`config.mk`:
```
export PLATFORM = sky130hd
export DESIGN_NAME = manch_tx_enc
export DESIGN_NICKNAME = d
export VERILOG_FILES = /design/src/rtl/manch_tx_pkg.sv /design/src/rtl/manch_frame_ctl.sv /design/src/rtl/manch_bit_hold.sv /design/src/rtl/manch_line_drv.sv /design/src/rtl/manch_tx_enc.sv
export SDC_FILE = /design/constraint.sdc
export NUM_CORES = 1
export LEC_CHECK = 0
export ABC_AREA = 1
export BUFFER_PORTS_ARGS = -buffer_cell sky130_fd_sc_hd__buf_4
export CAP_MARGIN = 20
export CORE_AREA = 2 2 39 41
export DETAILED_ROUTE_END_ITERATION = 16
export DIE_AREA = 0 0 41 43
export GPL_TIMING_DRIVEN = 0
export PLACE_DENSITY = 0.54
export SYNTH_ARGS = -nofsm -noshare
export SYNTH_HDL_FRONTEND = slang
export SYNTH_HIERARCHICAL = 1
export SYNTH_SLANG_ARGS = --single-unit
```
`constraint.sdc`:
```
create_clock -name clk -period 1.5 [get_ports clk]
set_input_delay 0.3 -clock clk [delete_from_list [all_inputs] [get_ports clk]]
set_output_delay 0.3 -clock clk [all_outputs]
set_load 0.02 [all_outputs]
```
`src/rtl/manch_tx_pkg.sv`:
```
// Package: shared state encoding for the Manchester transmit encoder.
// Assumes: included ahead of every module that uses the state type.
package manch_tx_pkg;

    // Frame control states; the name says what the line shows after the edge.
    typedef enum logic [1:0] {
        ST_IDLE   = 2'd0,
        ST_FIRST  = 2'd1,
        ST_SECOND = 2'd2,
        ST_LOCK   = 2'd3
    } mtx_state_e;

endpackage

```
`src/rtl/manch_frame_ctl.sv`:
```
// Module: frame control for the Manchester encoder. It decides on each edge
// whether a new bit is loaded, the second half is driven, or the line is
// returned to rest.
// Assumes: bit_stb is high for one clock out of every two; tx_en and nrz
// are only meaningful on strobe clocks.
module manch_frame_ctl
    import manch_tx_pkg::*;
(
    input  logic clk,
    input  logic rst_n,
    input  logic link_ok,
    input  logic tx_en,
    input  logic bit_stb,
    output logic load_o,
    output logic second_o,
    output logic quiet_o
);

    mtx_state_e state_q;
    mtx_state_e state_d;

    // Next-state and action decode.
    always_comb begin
        state_d  = state_q;
        load_o   = 1'b0;
        second_o = 1'b0;
        quiet_o  = 1'b0;
        unique case (state_q)
            ST_IDLE: begin
                if (bit_stb && tx_en && link_ok) begin
                    load_o  = 1'b1;
                    state_d = ST_FIRST;
                end
            end
            ST_FIRST: begin
                if (!link_ok) begin
                    quiet_o = 1'b1;
                    state_d = tx_en ? ST_LOCK : ST_IDLE;
                end else begin
                    second_o = 1'b1;
                    state_d  = ST_SECOND;
                end
            end
            ST_SECOND: begin
                if (!link_ok) begin
                    quiet_o = 1'b1;
                    state_d = tx_en ? ST_LOCK : ST_IDLE;
                end else if (bit_stb) begin
                    if (tx_en) begin
                        load_o  = 1'b1;
                        state_d = ST_FIRST;
                    end else begin
                        quiet_o = 1'b1;
                        state_d = ST_IDLE;
                    end
                end
            end
            ST_LOCK: begin
                if (!tx_en) begin
                    state_d = ST_IDLE;
                end
            end
            default: state_d = ST_IDLE;
        endcase
    end

    // State register with synchronous reset.
    always_ff @(posedge clk) begin
        if (!rst_n) state_q <= ST_IDLE;
        else        state_q <= state_d;
    end

    // a dropped link keeps an idle encoder idle.
    a_r10_link_down_idle: assert property (@(posedge clk) disable iff (!rst_n)
        (state_q == ST_IDLE && !link_ok) |=> (state_q == ST_IDLE));

    // the lockout holds while tx_en stays high.
    a_r9_lock_holds: assert property (@(posedge clk) disable iff (!rst_n)
        (state_q == ST_LOCK && tx_en) |=> (state_q == ST_LOCK));

    // a link drop during a frame leaves the active states.
    a_r8_link_abort: assert property (@(posedge clk) disable iff (!rst_n)
        ((state_q == ST_FIRST || state_q == ST_SECOND) && !link_ok)
        |=> (state_q == ST_IDLE || state_q == ST_LOCK));

endmodule

```
`src/rtl/manch_bit_hold.sv`:
```
// Module: holds the current NRZ bit so its second half can be driven.
// Assumes: load_i is high only on strobe edges that start a bit.
module manch_bit_hold (
    input  logic clk,
    input  logic rst_n,
    input  logic load_i,
    input  logic nrz_i,
    output logic bit_o
);

    // Capture the sampled data bit on load.
    always_ff @(posedge clk) begin
        if (!rst_n)      bit_o <= 1'b0;
        else if (load_i) bit_o <= nrz_i;
    end

endmodule

```
`src/rtl/manch_line_drv.sv`:
```
// Module: line output register. It drives each half-cell level and the rest
// level, and keeps the idle flag.
// Assumes: second_i only follows a load by one clock; quiet_i marks the end
// of a frame.
module manch_line_drv #(
    parameter bit ONE_RISES = 1'b1
) (
    input  logic clk,
    input  logic rst_n,
    input  logic load_i,
    input  logic second_i,
    input  logic quiet_i,
    input  logic nrz_i,
    input  logic held_i,
    output logic line_o,
    output logic idle_o
);

    localparam logic REST_LEVEL = ONE_RISES;

    logic first_lvl;
    logic second_lvl;

    // Polarity variant: chooses which half of a 1 is high.
    generate
        if (ONE_RISES) begin : g_rise
            assign first_lvl  = ~nrz_i;
            assign second_lvl = held_i;
        end else begin : g_fall
            assign first_lvl  = nrz_i;
            assign second_lvl = ~held_i;
        end
    endgenerate

    // Line register: a half-bit per clock, or the rest level at frame end.
    always_ff @(posedge clk) begin
        if (!rst_n)        line_o <= REST_LEVEL;
        else if (load_i)   line_o <= first_lvl;
        else if (second_i) line_o <= second_lvl;
        else if (quiet_i)  line_o <= REST_LEVEL;
    end

    // Idle flag: cleared when a frame starts, set when it ends.
    always_ff @(posedge clk) begin
        if (!rst_n)       idle_o <= 1'b1;
        else if (load_i)  idle_o <= 1'b0;
        else if (quiet_i) idle_o <= 1'b1;
    end

    // the second half of a cell is the inverse of the first.
    a_r3_mid_edge: assert property (@(posedge clk) disable iff (!rst_n)
        second_i |=> (line_o != $past(line_o)));

    // ending a frame leaves the line at rest with idle set.
    a_r5_end_rest: assert property (@(posedge clk) disable iff (!rst_n)
        quiet_i |=> (idle_o && line_o == REST_LEVEL));

    // whenever idle, the line sits at the rest level.
    a_r1_idle_level: assert property (@(posedge clk) disable iff (!rst_n)
        idle_o |-> (line_o == REST_LEVEL));

    // between frames the outputs do not move.
    a_r11_idle_stable: assert property (@(posedge clk) disable iff (!rst_n)
        (idle_o && !load_i) |=> ($stable(line_o) && idle_o));

endmodule

```
`src/rtl/manch_tx_enc.sv`:
```
// Module: top of the Manchester transmit encoder. It ties frame control,
// bit hold and line driver together.
// Assumes: clock at twice the bit rate; bit_stb high every other clock.
module manch_tx_enc #(
    parameter bit ONE_RISES = 1'b1
) (
    input  logic clk,
    input  logic rst_n,
    input  logic link_ok,
    input  logic tx_en,
    input  logic bit_stb,
    input  logic nrz_i,
    output logic line_o,
    output logic idle_o
);

    logic load;
    logic second;
    logic quiet;
    logic held;

    manch_frame_ctl u_ctl (
        .clk      (clk),
        .rst_n    (rst_n),
        .link_ok  (link_ok),
        .tx_en    (tx_en),
        .bit_stb  (bit_stb),
        .load_o   (load),
        .second_o (second),
        .quiet_o  (quiet)
    );

    manch_bit_hold u_hold (
        .clk    (clk),
        .rst_n  (rst_n),
        .load_i (load),
        .nrz_i  (nrz_i),
        .bit_o  (held)
    );

    manch_line_drv #(.ONE_RISES(ONE_RISES)) u_drv (
        .clk      (clk),
        .rst_n    (rst_n),
        .load_i   (load),
        .second_i (second),
        .quiet_i  (quiet),
        .nrz_i    (nrz_i),
        .held_i   (held),
        .line_o   (line_o),
        .idle_o   (idle_o)
    );

endmodule

```
After elaboration in Yosys (flattened, before gate mapping)
Index checks and enable logic that the tools add are counted.
{"block": "classes", "n_eq_ne": 6, "n_mux": 24, "n_bitwise": 1, "n_reduce_logical": 6}
{"op": "$mux W1", "count": 15}
{"op": "$mux W2", "count": 6}
{"op": "$pmux W2 S4", "count": 1}
{"op": "$eq A2 B2 Y1 const B", "count": 2}
{"op": "$pmux W1 S2", "count": 2}
{"op": "$ne A3 B3 Y1 const B", "count": 1}
{"op": "$reduce_and A3 Y1", "count": 1}
{"op": "$reduce_bool A3 Y1", "count": 1}
{"op": "$eq A2 B1 Y1 const B", "count": 1}
{"op": "$logic_and A1 B1 Y1", "count": 2}
{"op": "$logic_not A2 Y1", "count": 1}
{"op": "$ne A2 B1 Y1 const B", "count": 1}
{"op": "$ne A2 B2 Y1 const B", "count": 1}
{"op": "$reduce_bool A2 Y1", "count": 1}
{"op": "$not A1 Y1", "count": 1}
{"block": "totals", "ff_bits": 5, "input_bits": 6, "output_inout_bits": 2, "wordCells": 41}

Logic depth before layout (Yosys ltp)
{"block": "depth", "ltp_word": 7, "mapped_depth": 8, "depth_no_buf": 8}

By module
The synthesis kept the hierarchy.
{"module": "manch_frame_ctl", "n_inst": 1, "cells_per_inst": 40, "area_each_um2": 262.8, "seq_area_each_um2": 40.0}
{"module": "manch_line_drv", "n_inst": 1, "cells_per_inst": 13, "area_each_um2": 87.6, "seq_area_each_um2": 40.0}
{"module": "manch_bit_hold", "n_inst": 1, "cells_per_inst": 6, "area_each_um2": 41.3, "seq_area_each_um2": 20.0}

Worst setup path after synthesis
Ideal clock, no wire load.
{"block": "synth_path", "kind": "register to register", "start": "register u_ctl.state_q[0]", "end": "register u_drv.line_o", "setup_time_ns": 0.058, "arrival_time_ns": 1.123, "required_ns": 1.442, "path_slack_ns": 0.319, "path_stages_with_launch": 8, "n_path_buf": 0, "period_less_slack_ns": 1.181, "cell_sequence": "dfxtp_1 inv_1 ha_1 a21oi_1 nor2_1 inv_1 o21a_1 nand2_1"}
{"block": "synth_between", "word_cells_on_any_way": 9, "cone_classes": "eq/ne (2); mux (5); reduce/logical (2)"}
{"item": "start: declaration", "line_no": "manch_frame_ctl.sv:19", "source": "mtx_state_e state_q;"}
{"item": "start signal: assignment", "line_no": "manch_frame_ctl.sv:70", "source": "else state_q <= state_d;"}
{"item": "$eq A2 B2 Y1 or $logic_not A2 Y1 (tied branches)", "line_no": "manch_frame_ctl.sv:28", "source": "unique case (state_q)"}
{"item": "$pmux W1 S2 *", "line_no": "manch_frame_ctl.sv:28"}
{"item": "net load", "line_no": "manch_tx_enc.sv:17", "source": "logic load;"}
{"item": "$reduce_bool A3 Y1 (no line) or $mux W1 (tied branches)"}
{"item": "end signal: assignment", "line_no": "manch_line_drv.sv:38", "source": "else if (load_i) line_o <= first_lvl;"}
{"item": "end signal: assignment", "line_no": "manch_line_drv.sv:39", "source": "else if (second_i) line_o <= second_lvl;"}
{"item": "end: declaration", "line_no": "manch_line_drv.sv:15", "source": "output logic line_o,"}
The timed path passes the listed nets; every way through them passes the cells marked *.
A chain may end at the register's enable or synchronous reset.

Worst setup path in the final report
{"block": "layout_path", "start": "register u_ctl.state_q[1]", "end": "register u_drv.line_o"}
{"block": "layout_between", "word_cells_on_any_way": 9, "cone_classes": "eq/ne (2); mux (5); reduce/logical (2)"}
{"item": "$eq A2 B2 Y1 or $eq A2 B1 Y1 (tied branches)", "line_no": "manch_frame_ctl.sv:28"}
{"item": "$pmux W1 S2 *", "line_no": "manch_frame_ctl.sv:28"}
{"item": "net quiet", "line_no": "manch_tx_enc.sv:19", "source": "logic quiet;"}
{"item": "$reduce_bool A3 Y1 (no line) *"}
Marks and branches as above.

==> impl_metrics.json <==
{
  "path_cells": "inv_1 -> ha_1 -> nand2_1 -> a21boi_0 -> inv_1 -> nand2_1 -> nand2_1 -> nand2_1",
  "setup_viol": 0,
  "portBuffers": 7,
  "ys_seq_elements": 5,
  "grt_setup_unrepaired": "no",
  "syn_nets": 71,
  "nNetsFinal": 83,
  "ys_seq_area_share_pct": 25.6,
  "crit_family": "flip-flops",
  "crit_arrival_ps": 1480,
  "combPwrFrac_pct": 52.7,
  "synth_top_area_share_pct": 25.6,
  "max-cap-violations": 0,
  "avgSynthCellArea_um2": 6.64,
  "path_max_fanout": 4,
  "syn-cell-area_um2": 392,
  "cts_max_path_buffers": 2,
  "max_stage_delay_ps": 330,
  "path_class": "flip-flop to flip-flop",
  "netSwitchingFraction_pct": 42.6,
  "wirelength_um": 728,
  "dr.pass1.iters": 4,
  "crit_slowest_cell": "dfxtp_1",
  "fin_crit_ps": 1290,
  "die_area_mm2": 0.00176,
  "synthCells": 59,
  "areaGrowthSynthToFinish_pct": 25.9,
  "min_path_type": "primary input to flip-flop",
  "tns_ps": 0,
  "grt_remaining_overflow": 0,
  "power_frac_clock_pct": 20.7,
  "initial_core_util_pct": 28.3,
  "dpl.hpwl_um": 568,
  "worst_pin_slew_ps": 244,
  "worst_ep_required_time_ps": 1690,
  "hold_buffers": 0,
  "core_mm2": 0.00138,
  "grt_usage_pct": 10.5,
  "cts_tree": "done",
  "maxSlewHeadroom_pct": 83.6,
  "powerDensity_mw_per_mm2": 1550,
  "cts.sinks": 5,
  "grt_start_max_net_pins": 7,
  "yosysTopAreaCell": "dfxtp_1",
  "viasPerCell": 4.21,
  "antenna_found_initial": 0,
  "die_width_um": 41,
  "leakagePower_nw": 0.248,
  "maxSlewViolCount": 0,
  "synth_cell_type_count": 13,
  "fin_crit_sh_pct": 86.1,
  "cp_common_cell": "nand2_1",
  "p_sw_mw": 0.325,
  "timing.final.ws_setup_ps": 208,
  "clock_skew_ps": 3.32,
  "worst_setup_path_end_kind": "flip-flop",
  "place_congestion": 0.609,
  "drc": 0,
  "antenna_cells": 0,
  "postCtsSetupRepairBufs": 0,
  "seqPwrFrac_pct": 26.6,
  "p_int_mw": 0.438,
  "clk_pin_slew_ps": 50,
  "synth_area_leaders": "dfxtp_1 (26%), ha_1 (19%), nand2_1 (14%), inv_1 (9.6%), nor2_1 (7.7%)",
  "cts_resized": 0,
  "final_cells": 86,
  "pin_count": 8,
  "grt_pass1_vias": 313,
  "critPathLaunchType": "flip-flop",
  "dpl_worst_slack_ps": 154,
  "hold_viol": 0,
  "dpl.cell_count": 82,
  "ir_worst_vdd_v": 0.000613,
  "path_buf_inv": 2,
  "yosys_warnings": 6,
  "drive_gt1_share_pct": 21.4,
  "clkLatencyLatePin_ps": 240,
  "drt_iter0_drc": 7,
  "drtAntennaViolNets": 0,
  "rows": 14,
  "wl_per_cell_um": 8.47,
  "ctsRootBufferMaster": "clkbuf_4",
  "status": "finished clean",
  "cts_inserted_buffers": 3,
  "die_h_um": 43,
  "timing.fmax_ghz": 0.774,
  "grt_pass1_wl_mm": 1.19,
  "vias": 362,
  "htree_num_levels": 1
}
through the flow:
stage | total power, mW | util (%) | hold WS, ps | area [um2]
finish | 0.763 | 35.6 | 264 | 493
global route | 0.857 | 35.6 | 266 | 493
CTS | 0.769 | 35.4 | 262 | 490
detailed placement | 0.606 | 33.5 | 477 | 464
global placement | 0.605 | 33.5 | 477 | 464
floorplan | 0.513 | - | 369 | 392
power by group through the flow:
stage               logic [mW]  registers [mW]  clock network, mW
finish                   0.402           0.203              0.158
global placement         0.401           0.204                  0
global route             0.479           0.209              0.169
floorplan                0.297           0.216                  0
detailed placement       0.400           0.207                  0
CTS                      0.402           0.204              0.163
cells in the final DEF, fill, tap and decap left out:
cell type,Yosys,final
clkbuf_4,0,3
nor2_1,8,7
nand3_2,2,2
ha_1,6,6
nand3_1,3,3
a21oi_1,3,3
o21a_1,1,1
nor2_2,1,2
nand2_2,1,1
nand2_1,15,15
clkbuf_1,0,1
a21boi_0,1,1
dfxtp_1,5,5
buf_4,0,7
o21ai_0,3,3
inv_1,10,10
worst reg2reg max path, cell delays in order (launching register included):
cell,delay (ps)
dfxtp_1,330
inv_1,120
ha_1,230
nand2_1,80
a21boi_0,240
inv_1,60
nand2_1,60
nand2_1,50
nand2_1,50
cell usage after synthesis:
library cell	count
nand3_2	2
a21oi_1	3
nand2_1	15
inv_1	10
nor2_1	8
ha_1	6
nor2_2	1
o21a_1	1
a21boi_0	1
nand2_2	1
dfxtp_1	5
nand3_1	3
o21ai_0	3
layer usage:
| layer | GRT usage [%] | share of wire, % | wire, um |
|---|---|---|---|
| met2 | 11.9 | 45 | 329 |
| met3 | 3.14 | 4.1 | 30 |
| met5 | 0 | 0 | 0 |
| met1 | 14.5 | 51 | 369 |
| met4 | 10.0 | 0 | 0 |
final timing paths:
check,slack (ps),from,depth (start not counted),end
hold reg to reg,490,u_drv/idle_o,2,u_drv/idle_o
setup / recovery,210,u_ctl/state_q[1],8,u_drv/line_o
hold / removal,260,rst_n,2,u_drv/idle_o
setup reg to reg,210,u_ctl/state_q[1],8,u_drv/line_o
state kept, by name (all words and copies together) (netlist names):
register	cells
u_ctl/state_q	2
u_drv/idle_o	1
u_drv/line_o	1
u_hold/bit_o	1
layout make-up:
type	count	area [um2]
flip-flops and latches	5	100
clock buffers	4	26.3
inverters	10	37.5
well taps	16	20.0
fillers	160	891
multi-input cells	44	256
repair buffers	7	52.6
cells by family (layout without fill, tap and decap cells):
| family | count (synthesis) | in the layout | share of synthesized area [%] |
|---|---|---|---|
| buffers and inverters | 10 | 21 | 9.59 |
| AND/OR/NAND/NOR | 30 | 30 | 34.2 |
| AO/OA/AOI/OAI | 8 | 8 | 11.5 |
| flip-flops | 5 | 5 | 25.6 |
| adder cells (fa/ha/maj) | 6 | 6 | 19.2 |
(Power assumes the default switching activity.)
